`src/rtl/ocp_pkg.sv`:
```
package ocp_pkg;
  localparam int unsigned BusW  = 15;
  localparam int unsigned CodeW = 14;
  localparam int unsigned OffW  = 12;
  localparam int unsigned RawW  = 16;
  localparam int          OffLim = 1310;

  typedef enum logic [1:0] {
    RNG_IN = 2'd0,
    RNG_LO = 2'd1,
    RNG_HI = 2'd2
  } rng_e;
endpackage

```
`src/rtl/ocp_wr_port.sv`:
```
module ocp_wr_port #(
  parameter int unsigned BUS_W   = ocp_pkg::BusW,
  parameter int unsigned OFF_W   = ocp_pkg::OffW,
  parameter int          OFF_LIM = ocp_pkg::OffLim
) (
  input  logic                    clk_i,
  input  logic                    rst_ni,
  input  logic                    cs_ni,
  input  logic                    wr_i,
  input  logic [BUS_W-1:0]        bus_i,
  output logic                    acc_o,
  output logic signed [OFF_W-1:0] acc_val_o,
  output logic                    rej_o
);
  logic wr_q;
  logic fall;
  logic top_ok;
  logic rng_ok;

  always_ff @(posedge clk_i or negedge rst_ni) begin
    if (!rst_ni) wr_q <= 1'b0;
    else         wr_q <= wr_i;
  end

  assign fall      = wr_q & ~wr_i & ~cs_ni;
  assign acc_val_o = $signed(bus_i[OFF_W-1:0]);
  assign top_ok    = (bus_i[BUS_W-1:OFF_W] == '0);
  assign rng_ok    = (acc_val_o >= -OFF_LIM) && (acc_val_o <= OFF_LIM);
  assign acc_o     = fall & top_ok & rng_ok;
  assign rej_o     = fall & ~(top_ok & rng_ok);
endmodule

```
`src/rtl/ocp_off_reg.sv`:
```
module ocp_off_reg #(
  parameter int unsigned OFF_W = ocp_pkg::OffW
) (
  input  logic                    clk_i,
  input  logic                    rst_ni,
  input  logic                    acc_i,
  input  logic signed [OFF_W-1:0] acc_val_i,
  input  logic                    busy_i,
  input  logic                    eoc_i,
  output logic signed [OFF_W-1:0] off_o
);
  logic                    pend_q;
  logic signed [OFF_W-1:0] pend_val_q;
  logic                    commit_ok;

  // eoc edge: the adder still sees off_o, the new value lands for the next one
  assign commit_ok = ~busy_i | eoc_i;

  always_ff @(posedge clk_i or negedge rst_ni) begin
    if (!rst_ni) begin
      off_o      <= '0;
      pend_q     <= 1'b0;
      pend_val_q <= '0;
    end else if (acc_i) begin
      if (commit_ok) begin
        off_o  <= acc_val_i;
        pend_q <= 1'b0;
      end else begin
        pend_val_q <= acc_val_i;
        pend_q     <= 1'b1;
      end
    end else if (pend_q && commit_ok) begin
      off_o  <= pend_val_q;
      pend_q <= 1'b0;
    end
  end
endmodule

```
`src/rtl/ocp_result_calc.sv`:
```
module ocp_result_calc #(
  parameter int unsigned RAW_W  = ocp_pkg::RawW,
  parameter int unsigned OFF_W  = ocp_pkg::OffW,
  parameter int unsigned CODE_W = ocp_pkg::CodeW,
  parameter int unsigned BUS_W  = ocp_pkg::BusW
) (
  input  logic signed [RAW_W-1:0] raw_i,
  input  logic signed [OFF_W-1:0] off_i,
  input  logic                    clip_en_i,
  output logic [BUS_W-1:0]        word_o
);
  import ocp_pkg::*;

  localparam int unsigned SUM_W  = RAW_W + 1;
  localparam int          CODE_MAX = (1 << CODE_W) - 1;
  localparam int unsigned PAD_W  = BUS_W - CODE_W - 1;

  logic signed [SUM_W-1:0] sum;
  logic                    raw_out;
  rng_e                    sum_rng;
  logic [CODE_W-1:0]       clamped;
  logic [BUS_W-1:0]        clip_word;

  assign sum     = SUM_W'(raw_i) + SUM_W'(off_i);
  assign raw_out = (raw_i < 0) || (raw_i > CODE_MAX);

  always_comb begin
    if (sum < 0)             sum_rng = RNG_LO;
    else if (sum > CODE_MAX) sum_rng = RNG_HI;
    else                     sum_rng = RNG_IN;
  end

  always_comb begin
    unique case (sum_rng)
      RNG_LO:  clamped = '0;
      RNG_HI:  clamped = '1;
      default: clamped = sum[CODE_W-1:0];
    endcase
  end

  generate
    if (PAD_W > 0) begin : g_pad
      assign clip_word = {{PAD_W{1'b0}}, raw_out, clamped};
    end else begin : g_nopad
      assign clip_word = {raw_out, clamped};
    end
  endgenerate

  assign word_o = clip_en_i ? clip_word : sum[BUS_W-1:0];
endmodule

```
`src/rtl/ocp_post_proc.sv`:
```
module ocp_post_proc #(
  parameter int unsigned BUS_W   = ocp_pkg::BusW,
  parameter int unsigned CODE_W  = ocp_pkg::CodeW,
  parameter int unsigned OFF_W   = ocp_pkg::OffW,
  parameter int unsigned RAW_W   = ocp_pkg::RawW,
  parameter int          OFF_LIM = ocp_pkg::OffLim
) (
  input  logic                    clk_i,
  input  logic                    rst_ni,
  input  logic                    cs_ni,
  input  logic                    wr_i,
  input  logic [BUS_W-1:0]        bus_i,
  input  logic                    conv_busy_i,
  input  logic                    eoc_i,
  input  logic signed [RAW_W-1:0] raw_i,
  input  logic                    clip_en_i,
  output logic [BUS_W-1:0]        result_o,
  output logic                    result_vld_o,
  output logic                    wr_err_o
);
  logic                    acc;
  logic                    rej;
  logic signed [OFF_W-1:0] acc_val;
  logic signed [OFF_W-1:0] off;
  logic [BUS_W-1:0]        word;

  ocp_wr_port #(.BUS_W(BUS_W), .OFF_W(OFF_W), .OFF_LIM(OFF_LIM)) u_wr (
    .clk_i, .rst_ni, .cs_ni, .wr_i, .bus_i,
    .acc_o(acc), .acc_val_o(acc_val), .rej_o(rej)
  );

  ocp_off_reg #(.OFF_W(OFF_W)) u_off (
    .clk_i, .rst_ni, .acc_i(acc), .acc_val_i(acc_val),
    .busy_i(conv_busy_i), .eoc_i, .off_o(off)
  );

  ocp_result_calc #(.RAW_W(RAW_W), .OFF_W(OFF_W), .CODE_W(CODE_W), .BUS_W(BUS_W)) u_calc (
    .raw_i, .off_i(off), .clip_en_i, .word_o(word)
  );

  always_ff @(posedge clk_i or negedge rst_ni) begin
    if (!rst_ni) begin
      result_o     <= '0;
      result_vld_o <= 1'b0;
      wr_err_o     <= 1'b0;
    end else begin
      result_vld_o <= eoc_i;
      wr_err_o     <= rej;
      if (eoc_i) result_o <= word;
    end
  end
endmodule

```
`config.mk`:
```
export PLATFORM = sky130hd
export DESIGN_NAME = ocp_post_proc
export DESIGN_NICKNAME = d
export VERILOG_FILES = /design/src/rtl/ocp_pkg.sv /design/src/rtl/ocp_wr_port.sv /design/src/rtl/ocp_off_reg.sv /design/src/rtl/ocp_result_calc.sv /design/src/rtl/ocp_post_proc.sv
export SDC_FILE = /design/constraint.sdc
export NUM_CORES = 1
export LEC_CHECK = 0
export ABC_AREA = 1
export BUFFER_PORTS_ARGS = -buffer_cell sky130_fd_sc_hd__buf_4
export CAP_MARGIN = 20
export CORE_AREA = 2 2 77 108
export CTS_BUF_LIST = sky130_fd_sc_hd__clkbuf_4
export CTS_CLUSTER_SIZE = 20
export DETAILED_ROUTE_END_ITERATION = 7
export DIE_AREA = 0 0 79 110
export SKIP_LAST_GASP = 1
export SLEW_MARGIN = 5
export SYNTH_ARGS = -nofsm -noshare
export SYNTH_HDL_FRONTEND = slang
export SYNTH_SLANG_ARGS = --single-unit
```
`constraint.sdc`:
```
create_clock -name clk_i -period 2.8 [get_ports clk_i]
set_input_delay 0.42 -clock clk_i [delete_from_list [all_inputs] [get_ports clk_i]]
set_output_delay 0.42 -clock clk_i [all_outputs]
set_load 0.02 [all_outputs]
```
==> results.md <==
* **netlist area before placement** 2928 um2
* **setup tns final** 0 ns
* **clock latency of the later-clocked register in the worst-skew pair** 0.36 ns
* **syn nets** 494
* **crit-path cells** ha_1, fa_1, nand2_1, nand2_1, nand3_1, nand2_2, nand2_1, nand2_1, nand2_1, nand3_1, nand2_1, nand2_1, nor2_1, nor2_1
* **Crit path largest cell delay** 0.42 ns
* **Die Span Y** 110 um
* **Port Buffers** 54
* **count of distinct cell types in the synthesized netlist** 27
* **Detailed Route WL** 6.409 mm
* **crit path time final** 2.411 ns
* **setup repair after global routing missed its margin** no
* **ant diodes** 0
* **endpoints failing hold** 0
* **final-report setup violation count** 0
* **Worst Path Arrival** 2.68 ns
* **crit share post-route** 0.8609
* **number of storage elements in the synthesis netlist** 43
* **mean instance size in the synthesized netlist** 6.669 um2
* **number of max-cap violations** 0
* **leading cell types by count after synthesis** sky130_fd_sc_hd__nand2_1, sky130_fd_sc_hd__nor2_1, sky130_fd_sc_hd__inv_1
* **clock root cell** sky130_fd_sc_hd__clkbuf_4
* **drt drc** 0
* **detailed router's first-iteration violation count** 76
* **placed wire-length estimate after detailed placement** 5.126 mm
* **setup slack of the worst register-to-register path** 0.39 ns
* **overall die width** 79 um
* **number of clock sinks** 43
* **Rows** 38
* **largest fanout of any net on the critical path** 14
* **worst setup path start** u_off.off_o[0]
* **share of synthesized registers carrying an async set or reset** 1.000
* **summed area of non-filler cells in the final layout** 3497 um2
* **class of the tightest hold or removal check** primary input to asynchronous set/reset pin
* **aggregate global-route resource usage** 0.1672
* **GR Overflow Total** 0
* **dominant cell type by area after synthesis** sky130_fd_sc_hd__dfrtp_1
* **via count** 2,706
* **total power density per cell area** 419.0 nW/um2
* **Starting Density** 0.3801
* **status** finished clean
* **antenna violations before repair** 0
* **clock skew** 0.01522 ns
* **overall die area** 8690 um2
* **number of nets with antenna violations after detailed routing** 0
* **TritonCTS clock tree** built
* **sequential fraction of the synthesis area** 0.3675
* **maximum number of pins on one net before global-route repair** 44
* **most prevalent standard cell on the critical path** sky130_fd_sc_hd__nand2_1
* **kind of capture point of the worst setup path** flop
* **worst setup timing slack at the placement stage** 0.2302 ns
* **data required time at the worst endpoint** 3.07 ns
* **most instantiated flip-flop cell in the synthesis netlist** sky130_fd_sc_hd__dfrtp_1
* **largest cells by area after synthesis** sky130_fd_sc_hd__dfrtp_1, sky130_fd_sc_hd__nand2_1, sky130_fd_sc_hd__nor2_1
* **number of hold buffers added after CTS** 0
* **post-CTS setup buffers** 0
* **number of pins with negative max-slew slack in the final report** 0
* **maximum clock frequency** 414.8 MHz
* **Top delay family on crit path** simple AND/OR/NAND/NOR gates
* **Clk pin slew, worst setup/hold paths** 0.14 ns
* **Max clock buf depth** 2
* **dominant cell by count in the synthesized netlist** sky130_fd_sc_hd__nand2_1
* **kind of critical path** flop to flop
* **layout overhead on the synthesized area** 19.44%
* **worst setup margin** 0.3894 ns
* **count of instances resized after the clock tree is built** 0
* **number of enable-type register cells in the synthesized netlist** 0
* **number of global-route vias before repair** 2,616
* **Slew headroom** 0.6333
* **TritonRoute pass-1 iters** 5
* **routability congestion estimate** 0.8378
* **maximum vdd ir drop** 0.2237 mV
* **Worst Tran Pin Value** 0.5500 ns
* **wire length of the first global-routing pass** 11.59 mm
* **proportion of netlist area held by the largest area contributor** 0.3675
* **Num CTS Buffers** 5
* **Synth Instances** 439
* **DR vias/cell** 4.571
* **standard cell area after detailed placement** 3417 um2
* **WP buf/inv** 0
* **count of H-tree levels built during CTS** 2
* **WL/cell** 10.83 um
* **Layout Nets** 546
* **I/O pin count** 55
* **proportion of layout cells with a drive suffix above 1** 0.1423
* **Reg2Reg Launch Point** u_off.off_o[0]
* **total core area** 7702 um2
* **startpoint kind of the worst setup timing path** flop
* **Critical Path Slowest Stage Cell** sky130_fd_sc_hd__dfrtp_1
* **number of synthesis warnings** 0
* **total leakage power** 2.023 nW
-- cell type report --
cell class	instances	area [um2]
clock inverters	3	42.54
clock buffers	5	37.54
multi-input cells	331	1589
repair buffers	57	427.9
flip-flops and latches	43	1076
fillers	845	4205
well taps	100	125.1
inverters	53	198.9
-- cells in the final DEF, fill, tap and decap left out --
| cell | synthesis | routed |
|---|---|---|
| sky130_fd_sc_hd__ha_1 | 16 | 16 |
| sky130_fd_sc_hd__nor3_1 | 1 | 1 |
| sky130_fd_sc_hd__clkbuf_4 | 0 | 5 |
| sky130_fd_sc_hd__inv_1 | 53 | 53 |
| sky130_fd_sc_hd__nand2_2 | 2 | 2 |
| sky130_fd_sc_hd__and3_1 | 2 | 2 |
| sky130_fd_sc_hd__buf_4 | 1 | 57 |
| sky130_fd_sc_hd__xor2_1 | 8 | 8 |
| sky130_fd_sc_hd__fa_1 | 1 | 1 |
| sky130_fd_sc_hd__or2_1 | 1 | 1 |
| sky130_fd_sc_hd__nor3b_1 | 2 | 2 |
| sky130_fd_sc_hd__nand2_1 | 160 | 160 |
| sky130_fd_sc_hd__inv_6 | 0 | 1 |
| sky130_fd_sc_hd__clkinv_1 | 0 | 1 |
| sky130_fd_sc_hd__bufinv_16 | 0 | 1 |
| sky130_fd_sc_hd__and2_1 | 2 | 2 |
| sky130_fd_sc_hd__or3_1 | 1 | 1 |
| sky130_fd_sc_hd__o21ai_0 | 27 | 27 |
| sky130_fd_sc_hd__o21bai_1 | 1 | 1 |
| sky130_fd_sc_hd__nor2_1 | 57 | 57 |
| sky130_fd_sc_hd__nand3_2 | 2 | 2 |
| sky130_fd_sc_hd__nand4_1 | 2 | 2 |
| sky130_fd_sc_hd__dfrtp_1 | 43 | 43 |
| sky130_fd_sc_hd__nor2_4 | 1 | 1 |
| sky130_fd_sc_hd__nor2_2 | 1 | 1 |
| sky130_fd_sc_hd__o22ai_1 | 1 | 1 |
| sky130_fd_sc_hd__nand3_1 | 31 | 31 |
| sky130_fd_sc_hd__a21oi_1 | 12 | 12 |
-- cell families after synthesis --
family                     synth area share
AOI/OAI and AO/OA                   0.07137
buffers and inverters               0.08974
and+or+nand+nor                      0.3722
adders and majority gates           0.07521
xor gates and xnor gates            0.02393
DFF                                  0.3675
-- power breakdown --
| group | internal (mW) | switching (mW) | total (mW) |
|---|---|---|---|
| registers | 0.669 | 0.0252 | 0.694 |
| clock network | 0.188 | 0.214 | 0.403 |
| logic | 0.154 | 0.214 | 0.368 |
-- path summary, 6_finish.rpt --
check,to,depth (start not counted)
max,result_o[0],14
min,result_o[6],1
max reg2reg,result_o[0],14
min reg2reg,u_off.pend_val_q[1],2
max in group asynchronous,result_o[9],1
min in group clk_i,u_wr.wr_q,1
-- flip-flops by register name, indices dropped and copies added (netlist names) --
name,cells
u_off.pend_val_q,12
u_off.pend_q,1
result_vld_o,1
u_off.off_o,12
u_wr.wr_q,1
wr_err_o,1
result_o,15
-- per-stage QoR --
step,hold slack (ns),total power [mW],instances,utilization
6_report,0.03124,1.465,592,0.4540
5_1_grt,0.04465,1.582,592,0.4540
4_1_cts,0.03395,1.493,592,0.4540
3_5_place_dp,0.4517,1.080,584,0.4436
3_3_place_gp,0.4490,1.075,584,0.4436
2_1_floorplan,0.1244,0.9328,439,-
-- metal layers --
metal,track usage,wire length (um),vias up
met4,0.05296,105,0
met5,0,0,-
met2,0.3208,3471,49
met3,0.02932,261,7
li1,-,-,1468
met1,0.1854,2571,1182
(Power assumes the default switching activity.)
